<file path="src/rtl/lis_shell_pkg.sv">
package lis_shell_pkg;
  typedef enum logic {
    SLOT_EMPTY = 1'b0,
    SLOT_HELD  = 1'b1
  } slot_state_e;
endpackage

</file>
<file path="src/rtl/lis_join_ctrl.sv">
module lis_join_ctrl #(
  parameter int N_CH = 4
) (
  input  logic [N_CH-1:0] present,
  input  logic            stop_dn,
  output logic            fire,
  output logic            any_missing
);
  always_comb begin
    any_missing = ~(&present);
    fire        = ~any_missing & ~stop_dn;
  end
endmodule

</file>
<file path="src/rtl/lis_bypass_slot.sv">
module lis_bypass_slot
  import lis_shell_pkg::*;
#(
  parameter int W = 16
) (
  input  logic         clk,
  input  logic         rst_n,
  input  logic         in_valid,
  input  logic [W-1:0] in_data,
  input  logic         fire,
  input  logic         any_missing,
  input  logic         stop_dn,
  output logic         present,
  output logic [W-1:0] word_out,
  output logic         stop_up
);
  slot_state_e  state_q;
  logic [W-1:0] store_q;
  logic         held;
  logic         load;

  assign held = (state_q == SLOT_HELD);

  // Park when not consumed now; refill a held slot only as it drains.
  always_comb begin
    if (held) load = in_valid & fire;
    else      load = in_valid & ~fire;
    present  = in_valid | held;
    word_out = held ? store_q : in_data;
    stop_up  = held & (stop_dn | any_missing);
  end

  always_ff @(posedge clk or negedge rst_n) begin
    if (!rst_n) begin
      state_q <= SLOT_EMPTY;
      store_q <= '0;
    end else if (load) begin
      state_q <= SLOT_HELD;
      store_q <= in_data;
    end else if (fire) begin
      state_q <= SLOT_EMPTY;
    end
  end

  // upstream respects stop
  a_r6_no_word_under_stop: assert property (@(posedge clk) disable iff (!rst_n)
    stop_up |-> !in_valid);
  // a parked word waits unchanged
  a_r4_hold_stable: assert property (@(posedge clk) disable iff (!rst_n)
    (held && !fire) |=> (held && $stable(store_q)));
  // drained slot empties
  a_r7_clear_on_fire: assert property (@(posedge clk) disable iff (!rst_n)
    (held && fire && !in_valid) |=> !held);
endmodule

</file>
<file path="src/rtl/lis_shell_wrap.sv">
module lis_shell_wrap #(
  parameter int N_CH = 4,
  parameter int W    = 16
) (
  input  logic              clk,
  input  logic              rst_n,
  input  logic [N_CH-1:0]   in_valid,
  input  logic [N_CH*W-1:0] in_data,
  output logic [N_CH-1:0]   up_stop,
  input  logic              stop_dn,
  output logic              core_en,
  output logic              out_valid,
  output logic [N_CH*W-1:0] out_data
);
  localparam int BUS_W = N_CH * W;

  logic [N_CH-1:0]  present;
  logic [BUS_W-1:0] word_bus;
  logic             fire;
  logic             any_missing;

  lis_join_ctrl #(.N_CH(N_CH)) u_join (
    .present     (present),
    .stop_dn     (stop_dn),
    .fire        (fire),
    .any_missing (any_missing)
  );

  for (genvar i = 0; i < N_CH; i++) begin : g_slot
    lis_bypass_slot #(.W(W)) u_slot (
      .clk         (clk),
      .rst_n       (rst_n),
      .in_valid    (in_valid[i]),
      .in_data     (in_data[i*W +: W]),
      .fire        (fire),
      .any_missing (any_missing),
      .stop_dn     (stop_dn),
      .present     (present[i]),
      .word_out    (word_bus[i*W +: W]),
      .stop_up     (up_stop[i])
    );
  end

  assign core_en   = fire;
  assign out_valid = fire;
  assign out_data  = word_bus;

  // no firing into a stalled downstream
  a_r2_fire_needs_dn_free: assert property (@(posedge clk) disable iff (!rst_n)
    core_en |-> !stop_dn);
  // stop toward any channel excludes firing
  a_r6_stop_blocks_fire: assert property (@(posedge clk) disable iff (!rst_n)
    (|up_stop) |-> !core_en);
endmodule

</file>
<file path="config.mk">
export PLATFORM = sky130hd
export DESIGN_NAME = lis_shell_wrap
export DESIGN_NICKNAME = d
export VERILOG_FILES = /design/src/rtl/lis_shell_pkg.sv /design/src/rtl/lis_join_ctrl.sv /design/src/rtl/lis_bypass_slot.sv /design/src/rtl/lis_shell_wrap.sv
export SDC_FILE = /design/constraint.sdc
export NUM_CORES = 1
export LEC_CHECK = 0
export ABC_CLOCK_PERIOD_IN_PS = 2000
export CORE_UTILIZATION = 35
export CTS_BUF_LIST = sky130_fd_sc_hd__clkbuf_16
export DETAILED_ROUTE_END_ITERATION = 16
export PLACE_DENSITY = 0.79
export SLEW_MARGIN = 30
export SYNTH_ARGS = -nofsm -noshare
export SYNTH_HDL_FRONTEND = slang
export SYNTH_SLANG_ARGS = --single-unit
</file>
<file path="constraint.sdc">
create_clock -name clk -period 2 [get_ports clk]
set_input_delay 0.4 -clock clk [delete_from_list [all_inputs] [get_ports clk]]
set_output_delay 0.4 -clock clk [all_outputs]
set_load 0.03 [all_outputs]
</file>
# Word-level counts from Yosys, hierarchy flattened
# Index checks and enable logic that the tools add are counted.
[totals]
in_bits = 71
ff_bits = 68
word_cells = 47
[classes]
mux = 13
n_bitwise = 21
n_reduce_logical = 5
[op_table]
columns = ["operator", "n"]
rows = [
  ["16-bit two-way mux", 4],
  ["1-bit AND", 13],
  ["1-bit two-way mux", 9],
  ["2-bit nonzero test", 4],
  ["1-bit bitwise OR", 5],
  ["4-bit AND reduction", 1],
  ["1-bit inverter", 3],
]

# Depth between registers and ports, before layout
# Gate-level depths: netlist of the first run.
[logic_depth]
word_depth = 7
mapped_depth = 7
ltp_nobuf = 5

# By module
# Synthesis of the first run repeated with hierarchy kept, for this count alone.
[unflattened]
cells_unflattened = 235
area_unflattened_um2 = 3634.7
[modules_own_cells]
columns = ["mod", "cells_per_inst", "n_inst", "area_per_inst_um2", "seq_area_each_um2"]
rows = [
  ["lis_bypass_slot", 58, 4, 902.1, 425.4],
  ["lis_join_ctrl", 2, 1, 18.8, 0.0],
  ["lis_shell_wrap", 1, 1, 7.5, 0.0],
]

# Least setup slack after synthesis of the first run
# Ideal clock, no wire load.
[synth_path]
kind = "reg-to-reg"
start = "reg g_slot[0].u_slot.state_q"
end = "reg g_slot[1].u_slot.store_q[10]"
setup_time_ns = 0.125
path_slack_ns = -0.032
stages_incl_launch_ff = 8
period_less_slack_ns = 2.032
t_required_ns = 1.875
arrival_ns = 1.907
cell_sequence = "dfrtp_1 > buf_6 > o22ai_2 > or3_4 > ha_1 > nand2_2 > buf_6 > mux2_2"
[synth_via]
elab_chain_cells = 6
word_cells_on_any_way = 7
classes_between = "1 x mux; 5 x bitwise; 1 x reduce/logical"
[synth_rtl]
columns = ["element", "line", "rtl"]
rows = [
  ["start: declaration", "lis_bypass_slot.sv:17", "slot_state_e state_q;"],
  ["start signal: assignment", "lis_bypass_slot.sv:35", "state_q <= SLOT_EMPTY;"],
  ["start signal: assignment", "lis_bypass_slot.sv:38", "state_q <= SLOT_HELD;"],
  ["start signal: assignment", "lis_bypass_slot.sv:41", "state_q <= SLOT_EMPTY;"],
  ["1-bit bitwise OR *", "lis_bypass_slot.sv:28", "present = in_valid | held;"],
  ["4-bit AND reduction *", "lis_join_ctrl.sv:10", "any_missing = ~(&present);"],
  ["1-bit AND *", "lis_join_ctrl.sv:11", "fire = ~any_missing & ~stop_dn;"],
  ["1-bit inverter", "lis_bypass_slot.sv:27", "else load = in_valid & ~fire;"],
  ["1-bit AND", "lis_bypass_slot.sv:27", ""],
  ["1-bit two-way mux *", "lis_bypass_slot.sv:26", "if (held) load = in_valid & fire;"],
  ["end signal: assignment", "lis_bypass_slot.sv:39", "store_q <= in_data;"],
  ["end: declaration", "lis_bypass_slot.sv:18", "logic [W-1:0] store_q;"],
]
# Mark *: on every way between the ends. The rest lies on a longest branch, timed or not.
# A chain may end at the register's enable or synchronous reset.

# Worst setup path in the final report of the first run
[layout_path]
start = "reg g_slot[1].u_slot.state_q"
end = "out up_stop[3]"
[layout_via]
elab_chain_cells = 5
[layout_rtl]
columns = ["element", "line", "rtl"]
rows = [
  ["start: declaration", "lis_bypass_slot.sv:17", ""],
  ["start signal: assignment", "lis_bypass_slot.sv:35", ""],
  ["start signal: assignment", "lis_bypass_slot.sv:38", ""],
  ["start signal: assignment", "lis_bypass_slot.sv:41", ""],
  ["1-bit bitwise OR", "lis_bypass_slot.sv:28", ""],
  ["4-bit AND reduction", "lis_join_ctrl.sv:10", ""],
  ["1-bit inverter", "lis_join_ctrl.sv:10", ""],
  ["1-bit bitwise OR", "lis_bypass_slot.sv:30", "stop_up = held & (stop_dn | any_missing);"],
  ["1-bit AND", "lis_bypass_slot.sv:30", ""],
  ["end: declaration", "lis_shell_wrap.sv:9", "output logic [N_CH-1:0] up_stop,"],
]
# Every way passes these cells.

==> results.py, run 1 <==
metrics = {
    "sta": {
        "relSlewSlack": 0.593,
        "setup_viol": 1,
        "hold_viol_final": 0,
        "rsz0062_at_grt": "true",
        "clock.fmax_mhz": 497,
        "setup_tns_ns": -0.0111,
        "slew_viol_final": 0,
        "period_share": 1.01,
        "worst_pin_slew_ns": 0.610,
        "finalCriticalPeriod_ns": 2.01,
        "clock_skew_ns": 0.00938,
        "setup_slack_ns": -0.0111,
    },
    "final_layout": {
        "nNetsFinal": 462,
        "layout_common_cells": "mux2_2, buf_4, dfrtp_1",
        "layout.cells.most_common": "mux2_2",
        "fillers": 868,
        "area_growth_pct": 48.6,
        "final_core_util": 0.540,
        "final_layout_size_suffix_gt1_frac": 0.612,
        "finalInstanceArea_mm2": 0.00530,
    },
    "detailed_routing": {
        "drt_iter0_markers": 18,
        "num_vias": 2442,
        "wire_per_inst_um": 15.2,
        "dr.pass1.iters": 4,
        "vias_per_cell": 4.64,
        "routed_wl_mm": 8.00,
        "route.detailed.drc": 0,
        "ant_nets": 0,
    },
    "floorplanning": {
        "initial_core_util": 0.364,
        "core_area_mm2": 0.00982,
        "die_h_um": 103,
        "die_area_mm2": 0.0106,
        "rows": 36,
        "ios": 141,
        "die_w_um": 103,
    },
    "clocking": {
        "cts-hold-fix-buffers": 0,
        "cts-buffers-inserted": 9,
        "htreeDepth": 3,
        "ctsLongestPathBuffers": 2,
        "worst_skew_pair.late_latency_ns": 0.32,
        "cts_tree": "done",
        "clkTransAtPathRegs_ns": 0.05,
        "root_buffer": "clkbuf_16",
        "clock_sinks": 68,
    },
    "yosys": {
        "syn_inst": 236,
        "postSynthAreaPerCell_um2": 15.1,
        "synth-seq-cells": 68,
        "ys_seq_area_frac": 0.477,
        "yosys_warnings": 0,
        "syn_nets": 311,
        "synthDistinctLibCells": 17,
        "synth_area_mm2": 0.00357,
    },
    "setup_path": {
        "cpMostUsedCell": "buf_6",
        "crit_chain": "o21bai_4 > or3_4 > buf_6 > ha_4 > buf_6",
        "cpPeakStageDelay_ns": 0.43,
        "cp-end-kind": "output pin",
        "cp_max_fo": 5,
        "worstSetupPathType": "flip-flop to output pin",
        "cp_slowest_cell": "or3_4",
        "critical_path_required_ns": 1.60,
        "cp-start-kind": "flip-flop",
        "critPathArrivalTime_ns": 1.61,
        "path_buf_inv": 2,
        "path_delay_family": "simple AND/OR/NAND/NOR gates",
    },
    "worst_hold_path": {
        "hold_path.class": "input port to asynchronous set/reset pin",
    },
    "placed_design": {
        "place_ws_ns": -0.667,
        "place_area_mm2": 0.00496,
        "port_buffers": 140,
        "gp_congestion": 0.690,
        "hpwl_mm": 5.69,
    },
    "outcome": {
        "status": "finished with violations",
        "violations": "setup timing",
    },
    "grt": {
        "grt.total_usage": 0.153,
        "grt_pass1_vias": 2486,
        "grt_pass1_wl_mm": 12.0,
        "grt_overflow_total": 0,
        "antenna_found_initial": 1,
        "grt_max_degree": 26,
    },
    "power": {
        "power.density_mw_per_mm2": 1890,
        "ir_drop_v": 0.000855,
        "leakage_nw": 2.38,
    },
    "run": {
        "cap_viol_max_count": 0,
    },
}
[power breakdown]
group | switching (W) | internal (W) | leakage [nW] | total, W
registers | 0.000349 | 0.00210 | 0.797 | 0.00244
clock network | 0.000594 | 0.000829 | 0.121 | 0.00142
logic | 0.00313 | 0.00302 | 1.46 | 0.00615
[timing repair]
action | in CTS | in global routing
pin swaps | 5 | 3
cloned | 1 | 0
gates resized for setup | 28 | 1
buffers inserted | 0 | 1
setup endpoints to repair | 71 | 44
[kinds of logic after synthesis]
logic type                 count (synthesis)  synth area share
buffers and inverters                     18            0.0421
DFF                                       68             0.477
muxes                                    128             0.432
and+or+nand+nor                           10            0.0196
adders and majority gates                  4            0.0140
AOI/OAI and AO/OA                          8            0.0154
[per-layer routing]
metal  track usage  part of all wire  vias up
met1         0.175              0.42     1189
met5             0                 0        -
met4        0.0520             0.012        0
met3        0.0380             0.055        7
li1              -                 -     1160
met2         0.278              0.51       86
[layout make-up]
| type | instances | area (um^2) | share of cell area |
|---|---|---|---|
| multi-input combinational | 151 | 1780 | 0.336 |
| sequential | 68 | 1700 | 0.321 |
| timing repair buffer | 156 | 1380 | 0.259 |
| clock buffer | 9 | 225 | 0.0425 |
| tap | 133 | 166 | 0.0314 |
| clock inverter | 7 | 43.8 | 0.00826 |
| inverter | 1 | 3.75 | 0.000708 |
| antenna | 1 | 2.50 | 0.000472 |
[final timing paths]
kind,cells past startpoint,end,startpoint,slack [ns]
worst max-delay path,5,up_stop[3],g_slot[1].u_slot.held,-0.01
worst min-delay path,1,g_slot[1].u_slot.store_q[11],rst_n,0.09
worst max register to register,5,g_slot[0].u_slot.store_q[2],g_slot[1].u_slot.held,0.08
worst min register to register,1,g_slot[1].u_slot.store_q[13],g_slot[1].u_slot.store_q[13],0.50
max in group asynchronous,2,g_slot[1].u_slot.store_q[13],rst_n,1.35
min in group clk,3,g_slot[1].u_slot.held,stop_dn,0.44
[synthesized netlist by cell type]
master / n / area (um^2)
mux2_2: 101 / 1140
dfrtp_1: 68 / 1700
mux2_4: 27 / 405
buf_4: 12 / 90.1
buf_6: 5 / 56.3
ha_1: 4 / 50.1
nand2_1: 4 / 15.0
nand2_4: 3 / 33.8
o21ai_0: 3 / 15.0
o22ai_1: 2 / 12.5
inv_2: 1 / 3.75
nand2_2: 1 / 6.26
nor2_1: 1 / 3.75
o21bai_1: 1 / 7.51
o22ai_2: 1 / 12.5
o31ai_1: 1 / 7.51
or3_4: 1 / 11.3
[worst register-to-register path, cell delays in order, from the launching register on]
cell	delay, ns
dfrtp_1	0.38
o21bai_4	0.07
or3_4	0.43
ha_1	0.39
nand2_8	0.19
mux2_2	0.36
[sequential cells by signal, summed over array words and instances, names as in the netlist]
register and flops:
g_slot.u_slot.store_q 64, g_slot.u_slot.held 4
[stage by stage]
stage	cells	power [W]	hold slack [ns]
floorplan	236	0.00686	0.104
detailed placement	507	0.00853	0.446
global route	525	0.0106	0.122
CTS	524	0.0102	0.101
finish	526	0.0100	0.0862
global placement	507	0.00841	0.434
No activity file was read; power rests on OpenSTA's default activity.
==> inputs of run 2 (changes only) <==
--- a/config.mk
+++ b/config.mk
@@ -6,6 +6,7 @@
 export NUM_CORES = 1
 export LEC_CHECK = 0
 export ABC_CLOCK_PERIOD_IN_PS = 2000
+export CORE_MARGIN = 2
 export CORE_UTILIZATION = 35
 export CTS_BUF_LIST = sky130_fd_sc_hd__clkbuf_16
 export DETAILED_ROUTE_END_ITERATION = 16
==> run 2 against run 1 <==
Net effect: via count increased by 0.49%; sequential share of layout area rose by 0.13 points; maximum frequency shrank 0.56%; clock skew is 0.0020 ns lower; worst setup slack worse by 0.011 ns; first-iteration DRC count grew 83%; sequential cell count unchanged; utilization is 0.22 points lower; total power shrank 0.19%; the run still ends with setup timing left; count of clock-buffer cells in the layout unchanged; largest power group unchanged; clock power is 6% lower; combinational power up 1%.
==> results.py, run 2 (synthesized netlist as in run 1, its figures left out) <==
metrics = {
    "clocking": {
        "cts_tree": "done",
        "htreeDepth": 3,
        "clkTransAtPathRegs_ns": 0.06,
        "cts-hold-fix-buffers": 0,
        "worst_skew_pair.late_latency_ns": 0.32,
        "root_buffer": "clkbuf_16",
        "ctsLongestPathBuffers": 2,
        "cts-buffers-inserted": 9,
        "clock_sinks": 68,
    },
    "grt": {
        "grt_pass1_vias": 2635,
        "grt_pass1_wl_mm": 12.9,
        "grt_max_degree": 38,
        "grt.total_usage": 0.147,
        "antenna_found_initial": 0,
        "grt_overflow_total": 0,
    },
    "sta": {
        "slew_viol_final": 0,
        "rsz0062_at_grt": "true",
        "worst_pin_slew_ns": 0.481,
        "hold_viol_final": 0,
        "finalCriticalPeriod_ns": 2.02,
        "relSlewSlack": 0.679,
        "setup_viol": 2,
        "clock_skew_ns": 0.00742,
        "setup_slack_ns": -0.0225,
        "period_share": 1.01,
        "clock.fmax_mhz": 494,
    },
    "final_layout": {
        "finalInstanceArea_mm2": 0.00528,
        "final_cells": 524,
        "area_growth_pct": 48.0,
        "layout_common_cells": "mux2_2, buf_4, dfrtp_1",
        "antennaDiodeCount": 0,
        "nNetsFinal": 463,
        "layout.cells.most_common": "mux2_2",
        "fillers": 838,
        "largest_register_ffs": 64,
        "final_layout_size_suffix_gt1_frac": 0.609,
        "top_register": "g_slot.u_slot.store_q",
    },
    "worst_hold_path": {
        "hold_path.class": "input port to asynchronous set/reset pin",
    },
    "power": {
        "p_sw_w": 0.00402,
        "internal_power_w": 0.00598,
        "leakage_nw": 2.40,
        "power_frac_seq": 0.244,
        "combinationalPowerShare": 0.622,
        "ir_drop_v": 0.000976,
        "pwr-share-clk": 0.134,
        "power.density_mw_per_mm2": 1890,
        "p_sw_frac": 0.402,
    },
    "floorplanning": {
        "die_w_um": 105,
        "ios": 141,
        "die_area_mm2": 0.0110,
        "initial_core_util": 0.364,
        "die_h_um": 105,
        "rows": 36,
        "core_area_mm2": 0.00982,
    },
    "setup_path": {
        "cpPeakStageDelay_ns": 0.43,
        "cp_max_fo": 5,
        "cpMostUsedCell": "buf_6",
        "path_buf_inv": 2,
        "path_delay_family": "simple AND/OR/NAND/NOR gates",
        "rr_startpoint": "g_slot[1].u_slot.held",
        "cp_slowest_cell": "or3_4",
        "worstSetupPathType": "flip-flop to output pin",
        "crit_start": "g_slot[1].u_slot.held",
        "crit_chain": "o21bai_4 > or3_4 > buf_6 > ha_4 > buf_6",
        "critPathArrivalTime_ns": 1.62,
        "critical_path_required_ns": 1.60,
        "cp-start-kind": "flip-flop",
        "cp-end-kind": "output pin",
    },
    "detailed_routing": {
        "dr.pass1.iters": 3,
        "ant_nets": 0,
        "route.detailed.drc": 0,
        "drt_iter0_markers": 33,
        "routed_wl_mm": 7.90,
        "wire_per_inst_um": 15.1,
        "num_vias": 2454,
        "vias_per_cell": 4.68,
    },
    "placed_design": {
        "place_area_mm2": 0.00497,
        "gp_congestion": 0.724,
        "hpwl_mm": 5.67,
        "port_buffers": 140,
        "dp_cells": 509,
    },
    "outcome": {
        "violations": "setup timing",
        "status": "finished with violations",
    },
    "run": {
        "cap_viol_max_count": 0,
    },
}
-- run 2: cell count changes in the layout (fill, tap and decap cells not counted), sizes merged --
cell,change
buf,+1
diode,-1
clkinvlp,-4
inv,+1
clkinv,+1
-- run 2: layout make-up --
| type | instances | area [um^2] | area share |
|---|---|---|---|
| well taps | 133 | 166 | 0.0315 |
| inverters | 1 | 3.75 | 0.000711 |
| repair buffers | 157 | 1390 | 0.263 |
| clock inverters | 5 | 22.5 | 0.00426 |
| multi-input cells | 151 | 1780 | 0.336 |
| clock buffers | 9 | 225 | 0.0426 |
| flip-flops and latches | 68 | 1700 | 0.322 |
-- run 2: per-layer routing --
metal | wire length, um | GRT usage
met5 | 0 | 0
met4 | 158 | 0.0629
met3 | 482 | 0.0418
met2 | 3850 | 0.242
met1 | 3410 | 0.181
-- run 2: power groups by stage --
stage	combinational [W]	clock [W]	sequential (W)
after floorplan	0.00452	0	0.00234
after global placement	0.00607	0	0.00242
after detailed placement	0.00616	0	0.00244
after CTS	0.00627	0.00139	0.00244
after global routing	0.00657	0.00145	0.00254
final	0.00622	0.00134	0.00244
-- run 2: path summary, 6_finish.rpt --
check / endpoint / slack (ns) / cells past startpoint
hold reg to reg: g_slot[1].u_slot.store_q[2] / 0.50 / 1
setup reg to reg: g_slot[3].u_slot.store_q[1] / 0.07 / 5
hold / removal: g_slot[1].u_slot.store_q[4] / 0.1 / 2
min in group clk: g_slot[1].u_slot.held / 0.42 / 3
max in group asynchronous: g_slot[0].u_slot.held / 1.52 / 2
setup / recovery: up_stop[2] / -0.02 / 5
-- run 2: metrics by stage --
stage,util,hold WS (ns),worst slack (ns),setup TNS [ns],total power [W]
after global routing,0.538,0.140,-0.0730,-0.187,0.0106
after detailed placement,0.506,0.457,-0.680,-36.34,0.00860
final,0.538,0.0977,-0.0225,-0.0242,0.0100
after global placement,0.506,0.447,-0.609,-34.75,0.00848
after CTS,0.536,0.106,-0.0440,-0.0770,0.0101
after floorplan,-,0.104,-0.0119,-0.135,0.00686
-- run 2: timing repair --
action                     4_1_cts  5_1_grt
gates cloned                     0        1
setup endpoints to repair       71       32
pin swaps                        2        3
gates resized for setup         25        4
setup buffers                    0        0
-- run 2: worst register-to-register path: stages, from the launching register on --
cell and delay [ns]:
dfrtp_1 0.38, o21bai_4 0.07, or3_4 0.43, ha_1 0.38, nand2_8 0.19, mux2_2 0.36
